[config.mk]
export PLATFORM = sky130hd
export DESIGN_NAME = pio_fifo_cmd
export DESIGN_NICKNAME = d
export VERILOG_FILES = /design/src/rtl/pio_fifo_pkg.sv /design/src/rtl/pio_action_arb.sv /design/src/rtl/pio_byte_store.sv /design/src/rtl/pio_cmd_capture.sv /design/src/rtl/pio_data_ctrl.sv /design/src/rtl/pio_fifo_cmd.sv
export SDC_FILE = /design/constraint.sdc
export NUM_CORES = 1
export LEC_CHECK = 0
export BUFFER_PORTS_ARGS = -buffer_cell sky130_fd_sc_hd__buf_2
export CORE_ASPECT_RATIO = 1.75
export CORE_MARGIN = 2
export CORE_UTILIZATION = 40
export DETAILED_ROUTE_END_ITERATION = 10
export GPL_ROUTABILITY_DRIVEN = 0
export PLACE_DENSITY = 0.64
export SYNTH_ARGS = -nofsm -noshare
export SYNTH_HDL_FRONTEND = slang
export SYNTH_SLANG_ARGS = --single-unit
[constraint.sdc]
create_clock -name clk -period 4.3 [get_ports clk]
set_input_delay 0.215 -clock clk [delete_from_list [all_inputs] [get_ports clk]]
set_output_delay 0.215 -clock clk [all_outputs]
set_load 0.03 [all_outputs]
[src/rtl/pio_fifo_pkg.sv]
package pio_fifo_pkg;
    // Single action granted per cycle, in priority order.
    typedef enum logic [2:0] {
        ACT_IDLE,
        ACT_RESP,
        ACT_TAKE,
        ACT_READ,
        ACT_PUSH,
        ACT_CAPT
    } act_e;
endpackage

[src/rtl/pio_action_arb.sv]
module pio_action_arb
    import pio_fifo_pkg::*;
(
    input  logic resp_load,
    input  logic cmd_take,
    input  logic rd_en,
    input  logic wr_en,
    input  logic capture_mode,
    output act_e act
);
    always_comb begin
        act = ACT_IDLE;
        if (resp_load)         act = ACT_RESP;
        else if (cmd_take)     act = ACT_TAKE;
        else if (rd_en)        act = ACT_READ;
        else if (wr_en)        act = capture_mode ? ACT_CAPT : ACT_PUSH;
    end
endmodule

[src/rtl/pio_byte_store.sv]
module pio_byte_store #(
    parameter int DATA_W = 8,
    parameter int DEPTH  = 16,
    parameter int LUN_IX = 2,
    localparam int AW    = $clog2(DEPTH)
) (
    input  logic              clk,
    input  logic              rst_n,
    input  logic              we0,
    input  logic [AW-1:0]     wa0,
    input  logic [DATA_W-1:0] wd0,
    input  logic              we1,
    input  logic [AW-1:0]     wa1,
    input  logic [DATA_W-1:0] wd1,
    input  logic [AW-1:0]     ra,
    output logic [DATA_W-1:0] rdat,
    input  logic [AW-1:0]     pa,
    output logic [DATA_W-1:0] pdat,
    output logic [DATA_W-1:0] lun_src
);
    logic [DATA_W-1:0] mem_q [DEPTH];
    logic [DATA_W-1:0] mem_d [DEPTH];

    always_comb begin
        for (int i = 0; i < DEPTH; i++) mem_d[i] = mem_q[i];
        if (we0) mem_d[wa0] = wd0;
        if (we1) mem_d[wa1] = wd1;
    end

    always_ff @(posedge clk) begin
        for (int i = 0; i < DEPTH; i++) begin
            if (!rst_n) mem_q[i] <= '0;
            else        mem_q[i] <= mem_d[i];
        end
    end

    assign rdat    = mem_q[ra];
    assign pdat    = mem_q[pa];
    assign lun_src = mem_q[LUN_IX];
endmodule

[src/rtl/pio_cmd_capture.sv]
module pio_cmd_capture #(
    parameter int DATA_W    = 8,
    parameter int CMD_DEPTH = 32,
    localparam int CIW      = $clog2(CMD_DEPTH),
    localparam int CLW      = $clog2(CMD_DEPTH + 1)
) (
    input  logic              clk,
    input  logic              rst_n,
    input  logic              capt_en,
    input  logic              clear,
    input  logic [DATA_W-1:0] data,
    input  logic [CIW-1:0]    idx,
    output logic [DATA_W-1:0] byte_out,
    output logic [CLW-1:0]    len_q
);
    localparam logic [CLW-1:0] LEN_MAX = CLW'(CMD_DEPTH);

    logic [DATA_W-1:0] buf_q [CMD_DEPTH];
    logic [DATA_W-1:0] buf_d [CMD_DEPTH];
    logic [CLW-1:0]    len_d;

    always_comb begin
        for (int i = 0; i < CMD_DEPTH; i++) buf_d[i] = buf_q[i];
        len_d = len_q;
        if (clear) begin
            len_d = '0;
        end else if (capt_en && (len_q < LEN_MAX)) begin
            buf_d[len_q[CIW-1:0]] = data;
            len_d = len_q + 1'b1;
        end
    end

    always_ff @(posedge clk) begin
        if (!rst_n) begin
            len_q <= '0;
            for (int i = 0; i < CMD_DEPTH; i++) buf_q[i] <= '0;
        end else begin
            len_q <= len_d;
            for (int i = 0; i < CMD_DEPTH; i++) buf_q[i] <= buf_d[i];
        end
    end

    assign byte_out = buf_q[idx];
endmodule

[src/rtl/pio_data_ctrl.sv]
module pio_data_ctrl
    import pio_fifo_pkg::*;
#(
    parameter int DATA_W    = 8,
    parameter int DEPTH     = 16,
    parameter int PH_W      = 3,
    parameter int LUN_SHIFT = 5,
    localparam int AW       = $clog2(DEPTH),
    localparam int CW       = $clog2(DEPTH + 1),
    localparam int LUN_W    = DATA_W - LUN_SHIFT
) (
    input  logic              clk,
    input  logic              rst_n,
    input  act_e              act,
    input  logic [DATA_W-1:0] wr_data,
    input  logic [PH_W-1:0]   phase_bits,
    input  logic [DATA_W-1:0] resp_status,
    input  logic [DATA_W-1:0] store_rdat,
    input  logic [DATA_W-1:0] lun_src,
    output logic              we0,
    output logic [AW-1:0]     wa0,
    output logic [DATA_W-1:0] wd0,
    output logic              we1,
    output logic [AW-1:0]     wa1,
    output logic [DATA_W-1:0] wd1,
    output logic [AW-1:0]     ra,
    output logic [CW-1:0]     count_q,
    output logic [DATA_W-1:0] rd_data_q,
    output logic              irq_q,
    output logic              done_q,
    output logic              ovr_q,
    output logic [CW-1:0]     tlen_q,
    output logic [LUN_W-1:0]  tlun_q
);
    localparam logic [CW-1:0] CNT_LIMIT = CW'(DEPTH - 1);
    localparam logic [AW-1:0] PTR_LAST  = AW'(DEPTH - 1);

    typedef struct packed {
        logic [AW-1:0]     rptr;
        logic [AW-1:0]     wptr;
        logic [CW-1:0]     cnt;
        logic [DATA_W-1:0] rdat;
        logic              irq;
        logic              done;
        logic              ovr;
        logic [CW-1:0]     tlen;
        logic [LUN_W-1:0]  tlun;
    } st_t;

    st_t s_q, s_d;
    logic [LUN_W-1:0] lun_fld;
    logic [CW-1:0]    cnt_dec;

    function automatic logic [AW-1:0] ptr_next(input logic [AW-1:0] p);
        return (p == PTR_LAST) ? '0 : p + 1'b1;
    endfunction

    assign lun_fld = lun_src[DATA_W-1:LUN_SHIFT];
    assign cnt_dec = s_q.cnt - 1'b1;

    always_comb begin
        s_d      = s_q;
        s_d.irq  = 1'b0;
        s_d.done = 1'b0;
        we0 = 1'b0; wa0 = '0; wd0 = '0;
        we1 = 1'b0; wa1 = '0; wd1 = '0;
        unique case (act)
            ACT_RESP: begin
                we0 = 1'b1; wa0 = '0;           wd0 = resp_status;
                we1 = 1'b1; wa1 = AW'(1);       wd1 = '0;
                s_d.cnt  = CW'(2);
                s_d.rptr = '0;
                s_d.wptr = '0;
                s_d.irq  = 1'b1;
                s_d.done = 1'b1;
            end
            ACT_TAKE: begin
                s_d.tlen = s_q.cnt;
                s_d.tlun = lun_fld;
                we0 = 1'b1; wa0 = '0; wd0 = {{LUN_SHIFT{1'b0}}, lun_fld};
                s_d.cnt  = '0;
                s_d.rptr = '0;
                s_d.wptr = '0;
            end
            ACT_READ: begin
                if (s_q.cnt != '0) begin
                    s_d.cnt = cnt_dec;
                    s_d.irq = 1'b1;
                    if (phase_bits == '0) begin
                        s_d.rdat = '0;
                    end else begin
                        s_d.rdat = store_rdat;
                        s_d.rptr = ptr_next(s_q.rptr);
                    end
                    if (cnt_dec == '0) begin
                        s_d.rptr = '0;
                        s_d.wptr = '0;
                    end
                end
            end
            ACT_PUSH: begin
                if (s_q.cnt == CNT_LIMIT) begin
                    s_d.ovr = 1'b1;
                end else begin
                    we0 = 1'b1; wa0 = s_q.wptr; wd0 = wr_data;
                    s_d.wptr = ptr_next(s_q.wptr);
                    s_d.cnt  = s_q.cnt + 1'b1;
                end
            end
            default: ;
        endcase
    end

    always_ff @(posedge clk) begin
        if (!rst_n) s_q <= '0;
        else        s_q <= s_d;
    end

    assign ra        = s_q.rptr;
    assign count_q   = s_q.cnt;
    assign rd_data_q = s_q.rdat;
    assign irq_q     = s_q.irq;
    assign done_q    = s_q.done;
    assign ovr_q     = s_q.ovr;
    assign tlen_q    = s_q.tlen;
    assign tlun_q    = s_q.tlun;
endmodule

[src/rtl/pio_fifo_cmd.sv]
module pio_fifo_cmd
    import pio_fifo_pkg::*;
#(
    parameter int DATA_W    = 8,
    parameter int DEPTH     = 16,
    parameter int CMD_DEPTH = 32,
    parameter int PH_W      = 3,
    parameter int LUN_SHIFT = 5,
    localparam int AW       = $clog2(DEPTH),
    localparam int CW       = $clog2(DEPTH + 1),
    localparam int CIW      = $clog2(CMD_DEPTH),
    localparam int CLW      = $clog2(CMD_DEPTH + 1),
    localparam int LUN_W    = DATA_W - LUN_SHIFT
) (
    input  logic              clk,
    input  logic              rst_n,
    input  logic              capture_mode,
    input  logic              wr_en,
    input  logic [DATA_W-1:0] wr_data,
    input  logic              rd_en,
    input  logic [PH_W-1:0]   phase_bits,
    output logic [DATA_W-1:0] rd_data,
    output logic              irq_pulse,
    input  logic              resp_load,
    input  logic [DATA_W-1:0] resp_status,
    output logic              resp_done,
    input  logic              cmd_take,
    output logic [CW-1:0]     take_len,
    output logic [LUN_W-1:0]  take_lun,
    input  logic [AW-1:0]     peek_idx,
    output logic [DATA_W-1:0] peek_data,
    input  logic              cmd_clear,
    input  logic [CIW-1:0]    cmd_idx,
    output logic [DATA_W-1:0] cmd_byte,
    output logic [CLW-1:0]    cmd_len,
    output logic [CW-1:0]     fifo_count,
    output logic              overrun
);
    act_e              act;
    logic              we0, we1;
    logic [AW-1:0]     wa0, wa1, ra;
    logic [DATA_W-1:0] wd0, wd1, store_rdat, lun_src;

    pio_action_arb u_arb (
        .resp_load    (resp_load),
        .cmd_take     (cmd_take),
        .rd_en        (rd_en),
        .wr_en        (wr_en),
        .capture_mode (capture_mode),
        .act          (act)
    );

    pio_byte_store #(.DATA_W(DATA_W), .DEPTH(DEPTH), .LUN_IX(2)) u_store (
        .clk     (clk),
        .rst_n   (rst_n),
        .we0     (we0),
        .wa0     (wa0),
        .wd0     (wd0),
        .we1     (we1),
        .wa1     (wa1),
        .wd1     (wd1),
        .ra      (ra),
        .rdat    (store_rdat),
        .pa      (peek_idx),
        .pdat    (peek_data),
        .lun_src (lun_src)
    );

    pio_data_ctrl #(
        .DATA_W(DATA_W), .DEPTH(DEPTH), .PH_W(PH_W), .LUN_SHIFT(LUN_SHIFT)
    ) u_ctrl (
        .clk         (clk),
        .rst_n       (rst_n),
        .act         (act),
        .wr_data     (wr_data),
        .phase_bits  (phase_bits),
        .resp_status (resp_status),
        .store_rdat  (store_rdat),
        .lun_src     (lun_src),
        .we0         (we0),
        .wa0         (wa0),
        .wd0         (wd0),
        .we1         (we1),
        .wa1         (wa1),
        .wd1         (wd1),
        .ra          (ra),
        .count_q     (fifo_count),
        .rd_data_q   (rd_data),
        .irq_q       (irq_pulse),
        .done_q      (resp_done),
        .ovr_q       (overrun),
        .tlen_q      (take_len),
        .tlun_q      (take_lun)
    );

    pio_cmd_capture #(.DATA_W(DATA_W), .CMD_DEPTH(CMD_DEPTH)) u_cmd (
        .clk      (clk),
        .rst_n    (rst_n),
        .capt_en  (act == ACT_CAPT),
        .clear    (cmd_clear),
        .data     (wr_data),
        .idx      (cmd_idx),
        .byte_out (cmd_byte),
        .len_q    (cmd_len)
    );
endmodule

==> reports/metrics.yaml, run 1 <==
synthArstFlopShare: 0
die_height_um: 301.8
vias: 14730
synth_cell_types: 68
grt_pass1_wl_um: 86530
period_minus_slack_ns: 3.108
antenna_found_initial: 1
setup_viol_count_final: 0
startpoint_type: "flop"
synth_compound_area_frac: 0.08177
clock-skew-final_ns: 0.02098
worst_r2r_endpoint: "u_store.mem_q[11][3]$_SDFFE_PN0P_"
r2r-start: "u_ctrl.count_q[0]$_SDFFE_PN0P_"
synthToLayoutAreaGrowth_pct: 9.769
critPathLaunch: "u_ctrl.count_q[0]$_SDFFE_PN0P_"
totalWireLength_um: 55190
drt-initial-drc-count: 961
p_leak_nw: 9.758
cts_tree: "built"
drtAntennaViolNets: 0
clkLatencyLatePin_ns: 0.55
ys_warn_count: 0
multi_input_area_mm2: 0.01076
ys_ff_latch: 426
crit_chain: "ha_1 > and3_1 > ha_1 > or4b_1 > buf_4 > nor4_4 > nor2_1 > a211oi_1"
hold_class: "primary input to flop"
yosysSeqAreaShare: 0.4206
netlist_instances: 1939
outcome: "finished clean"
htree_num_levels: 2
seqCellArea_mm2: 0.008528
hold_buffers: 0
synth_edf_count: 0
clockBufferDepth: 3
cts_setup_buffers: 0
layout-drive-gt1-share: 0.1751
cts_buffers: 42
die-area_mm2: 0.05257
hold_viol_final: 0
portBuffers: 81
r2r_cells: 8
synthAdderAreaFrac: 0.006171
ir_drop_uv: 300.1
critical_path.max_stage_delay_ns: 0.80
cts_root_buf: "clkbuf_16"
routedWlPerCell_um: 21.25
synth_top_family_by_area: "multiplexers"
whs_endpoint: "u_store.mem_q[0][7]$_SDFF_PN0_"
final_nets: 1946
tightest_slew_ns: 1.100
fp.dieW_um: 174.2
cpLargestDelayFamily: "simple AND/OR/NAND/NOR gates"
synth_flop_cell: "dfxtp_1"
cp_max_fo: 16
hold_path_depth: 3
powerDensity_mw_per_mm2: 368.6
power_mw: 8.204
maxCapViolations: 0
crit_path_end_kind: "flop"
hp-start: "resp_status[7]"
arrival_ns: 3.55
grt_usage: 0.2088
cpMaxStageDelayCell: "nor4_4"
post_cts_resized: 0
fin_tns_setup_ns: 0
max_freq_mhz: 321.7
fillers: 4764
worst-path-buf-inv: 1
rrSetupSlack_ns: 1.19
viasPerCell: 5.672
finalMaxSlewViolations: 0
synthXorXnorAreaFrac: 0.002160
rows: 109
synth_nets: 1985
first_pass_iters: 5
synth-simple-area-share: 0.1381
clock_sinks: 426
syn_area_mm2: 0.02027
drc: 0
relSlewSlack: 0.2619
required_ns: 4.74
post-route-period-util: 0.7229
grt_max_degree: 181
num_io_pins: 82
grt_overflow: 0
coreArea_mm2: 0.05032
clkTransAtPathRegs_ns: 0.06
muxShareOfSynthArea: 0.3017
rsz0062_at_grt: "false"
crit_top_cell: "ha_1"
synth_area_per_cell_um2: 10.46
start_util: 0.4029
crit_cells: 8
grt_pass1_vias: 15230
crit_type: "flop to flop"
dp_hpwl_um: 37430
## state kept, by name, indices dropped and copies added (netlist names), 3 cells and up, named ones only
signal and flops:
u_ctrl.count_q 5, u_ctrl.ra 4, u_cmd.buf_q 256, u_ctrl.tlun_q 3, u_ctrl.rd_data_q 8, u_ctrl.tlen_q 5, u_cmd.len_q 6, u_ctrl.s_q 4
u_store.mem_q 128
## layout by cell type (no fill, tap or decap), types with 6 or more instances in the layout
cell type  synthesis  routed
nor4_4            10      10
nand2b_1           8       8
a22oi_1           33      33
clkbuf_8           0       7
a22o_1            11      11
nor2b_1            9       9
clkbuf_16          0      43
a221oi_1           8       8
a211oi_2          16      16
nor2_1           370     369
o21ai_0           13      11
buf_2             38      80
nor3b_1            8       8
clkbuf_1         110       8
ha_1              10      10
nand4_1           38      38
and2_1             6       6
mux4_2           104     104
mux2i_1          377     377
a211oi_1          65      65
a211o_1            9       9
dfxtp_1          426     426
nand3_1           33      33
inv_1              8       8
clkinv_2           0       8
a21oi_1           31      31
buf_4             22      36
and3_1             8       8
nand2_1           67      67
## worst max-delay path by stage
stage | to | slack (ns)
CTS | u_store.mem_q[11][3]$_SDFFE_PN0P_ | 1.17
detailed placement | u_store.mem_q[13][5]$_SDFFE_PN0P_ | 1.19
finish | u_store.mem_q[11][3]$_SDFFE_PN0P_ | 1.19
global placement | u_store.mem_q[12][3]$_SDFFE_PN0P_ | 1.26
global route | u_store.mem_q[11][7]$_SDFFE_PN0P_ | 0.92
floorplan | u_store.mem_q[2][6]$_SDFFE_PN0P_ | 1.65
## metal layers
layer | part of all wire | global-route usage
met1 | 0.38 | 0.2286
met2 | 0.52 | 0.3827
met3 | 0.036 | 0.02577
met4 | 0.063 | 0.1287
met5 | 0 | 0
## tightest hold or removal path, cell delays in order
cell and delay (ns):
buf_2 0.08, a32oi_1 0.14, a21oi_1 0.16
## cell type report
| type | count | share of cell area |
|---|---|---|
| Inverter | 9 | 0.001855 |
| Antenna cell | 1 | 0.0001124 |
| Clock inverter | 16 | 0.007758 |
| Sequential cell | 426 | 0.3832 |
| Tap cell | 666 | 0.03744 |
| Clock buffer | 58 | 0.05403 |
| Multi-Input combinational cell | 1303 | 0.4837 |
| Timing Repair Buffer | 118 | 0.03193 |
## per-stage QoR
step	worst slack [ns]	cell area, um^2	cells	hold WS, ns	util
global route	0.9216	22260	2597	0.1029	0.4422
global placement	1.263	20870	2521	0.4399	0.4147
finish	1.192	22260	2597	0.09211	0.4422
detailed placement	1.193	20870	2521	0.4444	0.4147
CTS	1.166	22250	2595	0.1227	0.4420
floorplan	1.649	20270	1939	0.3589	-
## power breakdown
part | switching, mW | total (mW) | internal, mW
logic | 0.358 | 0.501 | 0.143
clock network | 1.59 | 3.73 | 2.14
registers | 0.0118 | 3.97 | 3.96
total | 1.96 | 8.20 | 6.24
## kinds of logic after synthesis
kind of cell,after synthesis
muxes,481
adders and majority gates,10
and+or+nand+nor,591
xor gates and xnor gates,5
DFF,426
AOI/OAI and AO/OA,216
buffers and inverters,210
## synth_stat cells (10+ instances only)
cell / n / share of area
nand2_1: 67 / 0.012
clkbuf_1: 110 / 0.020
a211oi_1: 65 / 0.024
nor4_4: 10 / 0.010
o21ai_0: 13 / 0.0032
buf_6: 10 / 0.0056
a22oi_1: 33 / 0.012
a211oi_2: 16 / 0.0099
ha_1: 10 / 0.0062
a21oi_1: 31 / 0.0077
a22o_1: 11 / 0.0048
nand4_1: 38 / 0.012
mux2i_1: 377 / 0.19
buf_1: 20 / 0.0037
buf_4: 22 / 0.0081
dfxtp_1: 426 / 0.42
mux4_2: 104 / 0.12
nand3_1: 33 / 0.0081
buf_2: 38 / 0.0094
nor2_1: 370 / 0.069
No activity file was read; power rests on OpenSTA's default activity.
==> run 2: changes to the inputs <==
==> constraint.sdc (replaced) <==
create_clock -name clk -period 2.95 [get_ports clk]
set_input_delay 0.1475 -clock clk [delete_from_list [all_inputs] [get_ports clk]]
set_output_delay 0.1475 -clock clk [all_outputs]
set_load 0.03 [all_outputs]
==> reports/metrics.yaml, run 2 (synthesis results as in run 1) <==
post-route-period-util: 0.9157
crit_path_end_kind: "flop"
multi_input_area_mm2: 0.01076
most-common-layout-cells: "dfxtp_1, mux2i_1, nor2_1"
tightest_slew_ns: 1.371
clock_sinks: 426
dp_hpwl_um: 38140
worst-path-buf-inv: 2
crit_type: "flop to flop"
clock-skew-final_ns: 0.02775
arrival_ns: 3.17
grt_max_degree: 93
post_cts_resized: 0
drc: 0
start_util: 0.4029
cpLargestDelayFamily: "simple AND/OR/NAND/NOR gates"
clkLatencyLatePin_ns: 0.58
p_leak_nw: 10.06
r2r-start: "u_ctrl.count_q[1]$_SDFFE_PN0P_"
grt_usage: 0.2050
largest-register: "u_cmd.buf_q"
ir_drop_uv: 561.7
clkTransAtPathRegs_ns: 0.07
critical_path.max_stage_delay_ns: 0.53
maxCapViolations: 0
die-area_mm2: 0.05257
finalMaxSlewViolations: 0
vias: 14900
pre_cts_slack_ns: 0.2658
hold_path_depth: 2
largest_reg_flops: 256
clockBufferDepth: 3
layout-drive-gt1-share: 0.1996
worst_r2r_endpoint: "u_store.mem_q[3][4]$_SDFFE_PN0P_"
cts_tree: "built"
antenna_found_initial: 1
rrSetupSlack_ns: 0.25
hp-start: "rst_n"
cts_buffers: 42
coreArea_mm2: 0.05032
outcome: "finished clean"
setup_slack_ns: 0.2488
grt_pass1_wl_um: 85720
powerDensity_mw_per_mm2: 529.3
period_minus_slack_ns: 2.701
die_height_um: 301.8
totalWireLength_um: 54250
layout_commonest_cell: "dfxtp_1"
hold_viol_final: 0
insertedDiodeCount: 0
seqCellArea_mm2: 0.008528
max_freq_mhz: 370.2
relSlewSlack: 0.08571
grt_overflow: 0
hold_class: "primary input to flop"
fin_area_mm2: 0.02278
synthToLayoutAreaGrowth_pct: 12.37
drtAntennaViolNets: 0
setup_viol_count_final: 0
fillers: 4611
portBuffers: 81
routedWlPerCell_um: 20.43
crit_chain: "ha_1 > and3_1 > ha_1 > or4b_1 > buf_4 > nor4_4 > buf_4 > nor2_1 > a211oi_1"
fp.dieW_um: 174.2
required_ns: 3.42
final_nets: 2002
rows: 109
first_pass_iters: 5
viasPerCell: 5.610
drt-initial-drc-count: 891
cts_root_buf: "clkbuf_16"
num_io_pins: 82
grt_pass1_vias: 15380
rsz0062_at_grt: "false"
hold_buffers: 0
fin_tns_setup_ns: 0
startpoint_type: "flop"
htree_num_levels: 2
cp_max_fo: 16
r2r_cells: 9
postPlaceCellArea_mm2: 0.02137
cpMaxStageDelayCell: "or4b_1"
cts_setup_buffers: 0
==> run 2: power breakdown <==
part           switching (mW)  leakage, nW  internal (mW)
clock network            2.42        0.698           3.10
logic                   0.528         5.93          0.235
registers              0.0121         3.43           5.77
total                    2.96         10.1           9.10
==> run 2: area by class of cell <==
class                   count  area share
clock buffers              60     0.05349
clock inverters            17    0.008348
inverters                   9    0.001812
multi-input cells        1303      0.4725
flip-flops and latches    426      0.3743
well taps                 666     0.03658
repair buffers            174     0.05294
==> run 2: metrics by stage <==
| step | utilization | hold slack, ns | instances | power [mW] |
|---|---|---|---|---|
| detailed placement | 0.4247 | 0.4469 | 2578 | 6.670 |
| global route | 0.4527 | 0.06408 | 2655 | 12.41 |
| floorplan | - | 0.2914 | 1939 | 6.422 |
| CTS | 0.4527 | 0.05080 | 2655 | 12.17 |
| global placement | 0.4247 | 0.4386 | 2578 | 6.659 |
| finish | 0.4527 | 0.06715 | 2655 | 12.06 |
==> run 2: metal layers <==
| layer | vias to the layer above | part of all wire | track usage |
|---|---|---|---|
| met5 | - | 0.00022 | 0 |
| met2 | 406 | 0.53 | 0.3888 |
| li1 | 7041 | - | - |
| met4 | 2 | 0.053 | 0.1112 |
| met1 | 7311 | 0.38 | 0.2201 |
| met3 | 135 | 0.037 | 0.02413 |
==> run 2: worst max path at each step <==
| stage | depth (start not counted) | slack [ns] | startpoint | end |
|---|---|---|---|---|
| after detailed placement | 9 | 0.27 | u_ctrl.count_q[1]$_SDFFE_PN0P_ | u_store.mem_q[2][4]$_SDFFE_PN0P_ |
| after CTS | 9 | 0.25 | u_ctrl.count_q[1]$_SDFFE_PN0P_ | u_store.mem_q[5][6]$_SDFFE_PN0P_ |
| after global routing | 9 | 0.05 | u_ctrl.count_q[1]$_SDFFE_PN0P_ | u_store.mem_q[11][7]$_SDFFE_PN0P_ |
| after global placement | 9 | 0.34 | u_ctrl.count_q[0]$_SDFFE_PN0P_ | u_store.mem_q[14][7]$_SDFFE_PN0P_ |
| after floorplan | 10 | 0.30 | u_ctrl.count_q[0]$_SDFFE_PN0P_ | u_store.mem_q[2][6]$_SDFFE_PN0P_ |
| final | 9 | 0.25 | u_ctrl.count_q[1]$_SDFFE_PN0P_ | u_store.mem_q[3][4]$_SDFFE_PN0P_ |
==> run 3: changes to the inputs <==
--- a/config.mk
+++ b/config.mk
@@ -6,12 +6,14 @@
 export NUM_CORES = 1
 export LEC_CHECK = 0
 export BUFFER_PORTS_ARGS = -buffer_cell sky130_fd_sc_hd__buf_2
+export CELL_PAD_IN_SITES_DETAIL_PLACEMENT = 1
+export CELL_PAD_IN_SITES_GLOBAL_PLACEMENT = 2
 export CORE_ASPECT_RATIO = 1.75
 export CORE_MARGIN = 2
 export CORE_UTILIZATION = 40
 export DETAILED_ROUTE_END_ITERATION = 10
 export GPL_ROUTABILITY_DRIVEN = 0
-export PLACE_DENSITY = 0.64
+export PLACE_DENSITY = 0.86
 export SYNTH_ARGS = -nofsm -noshare
 export SYNTH_HDL_FRONTEND = slang
 export SYNTH_SLANG_ARGS = --single-unit
==> reports/metrics.yaml, run 3 (synthesis results as in run 1) <==
outcome: "finished clean"
tightest_slew_ns: 0.8229
drc: 0
seqCellArea_mm2: 0.008529
grt_usage: 0.2465
largest-register: "u_cmd.buf_q"
clock-skew-final_ns: 0.02035
insertedDiodeCount: 0
finalMaxSlewViolations: 0
final_nets: 2024
worst-path-buf-inv: 2
layout-drive-gt1-share: 0.2079
crit_path_end_kind: "flop"
start_util: 0.4029
postPlaceCellArea_mm2: 0.02152
grt_pass1_wl_um: 100000
rrSetupSlack_ns: 0.21
grt_max_degree: 110
num_io_pins: 82
post_cts_resized: 0
p_leak_nw: 10.15
die_height_um: 301.8
clkLatencyLatePin_ns: 0.57
period_minus_slack_ns: 2.744
hold_class: "primary input to flop"
drt-initial-drc-count: 870
drtAntennaViolNets: 0
portBuffers: 81
cpMaxStageDelayCell: "or4b_1"
rows: 109
post-route-period-util: 0.9301
setup_viol_count_final: 0
crit_type: "flop to flop"
powerDensity_mw_per_mm2: 529.1
maxCapViolations: 0
clockBufferDepth: 3
vias: 15470
clkTransAtPathRegs_ns: 0.07
multi_input_area_mm2: 0.01077
cts_tree: "built"
antenna_found_initial: 0
synthToLayoutAreaGrowth_pct: 12.97
arrival_ns: 3.19
startpoint_type: "flop"
hold_viol_final: 0
fin_area_mm2: 0.02290
htree_num_levels: 2
fin_tns_setup_ns: 0
die-area_mm2: 0.05257
setup_slack_ns: 0.2063
coreArea_mm2: 0.05032
ir_drop_uv: 568.9
pre_cts_slack_ns: 0.2174
largest_reg_flops: 256
hold_buffers: 0
clock_sinks: 426
most-common-layout-cells: "dfxtp_1, mux2i_1, nor2_1"
first_pass_iters: 5
grt_pass1_vias: 16740
cts_setup_buffers: 0
critical_path.max_stage_delay_ns: 0.52
whs_ns: 0.03624
cp_max_fo: 16
required_ns: 3.40
rsz0062_at_grt: "false"
fp.dieW_um: 174.2
fillers: 5447
cts_buffers: 42
cts_root_buf: "clkbuf_16"
max_freq_mhz: 364.5
routedWlPerCell_um: 24.31
relSlewSlack: 0.4514
totalWireLength_um: 65090
crit_chain: "ha_1 > and3_1 > ha_1 > or4b_1 > buf_4 > nor4_4 > buf_4 > nor2_1 > a211oi_1"
grt_overflow: 0
cpLargestDelayFamily: "simple AND/OR/NAND/NOR gates"
viasPerCell: 5.777
dp_hpwl_um: 46670
layout_commonest_cell: "dfxtp_1"
-- run 3: where the power goes --
part | internal [mW] | switching, mW
Clock | 3.15 | 2.38
Combinational | 0.240 | 0.562
Sequential | 5.77 | 0.0173
-- run 3: cell type report --
type                    instances  area share
clock buffers                  59     0.05129
clock inverters                18    0.009287
inverters                       9    0.001803
multi-input cells            1303      0.4701
flip-flops and latches        426      0.3724
well taps                     666     0.03638
repair buffers                196     0.05878
-- run 3: worst reg2reg max path: cells and delay by family (launching register included) --
family / cells / cell delay [ns]
AOI/OAI and AO/OA: 1 / 0.25
and+or+nand+nor: 4 / 1.09
DFF: 1 / 0.32
adders and majority gates: 2 / 0.45
buffers and inverters: 2 / 0.53
-- run 3: final timing paths --
| check | start | to | cells after the start |
|---|---|---|---|
| hold reg to reg | u_ctrl.rd_data_q[7]$_SDFFE_PN0P_ | u_ctrl.rd_data_q[7]$_SDFFE_PN0P_ | 1 |
| setup reg to reg | u_ctrl.count_q[0]$_SDFFE_PN0P_ | u_store.mem_q[12][3]$_SDFFE_PN0P_ | 9 |
| hold / removal | rst_n | u_store.mem_q[3][2]$_SDFFE_PN0P_ | 3 |
| setup / recovery | u_ctrl.count_q[0]$_SDFFE_PN0P_ | u_store.mem_q[12][3]$_SDFFE_PN0P_ | 9 |
-- run 3: stage by stage --
stage | power [mW] | util | instances
final | 12.12 | 0.4551 | 2677
after global routing | 12.51 | 0.4551 | 2677
after CTS | 12.24 | 0.4551 | 2677
after detailed placement | 6.717 | 0.4276 | 2600
after global placement | 6.704 | 0.4276 | 2600
after floorplan | 6.422 | - | 1939
-- run 3: per-layer routing --
layer	vias to the layer above	GRT usage	share of wire
li1	7076	-	-
met5	-	0	0
met2	353	0.4777	0.54
met4	0	0.1641	0.074
met3	174	0.02489	0.029
met1	7862	0.2466	0.36
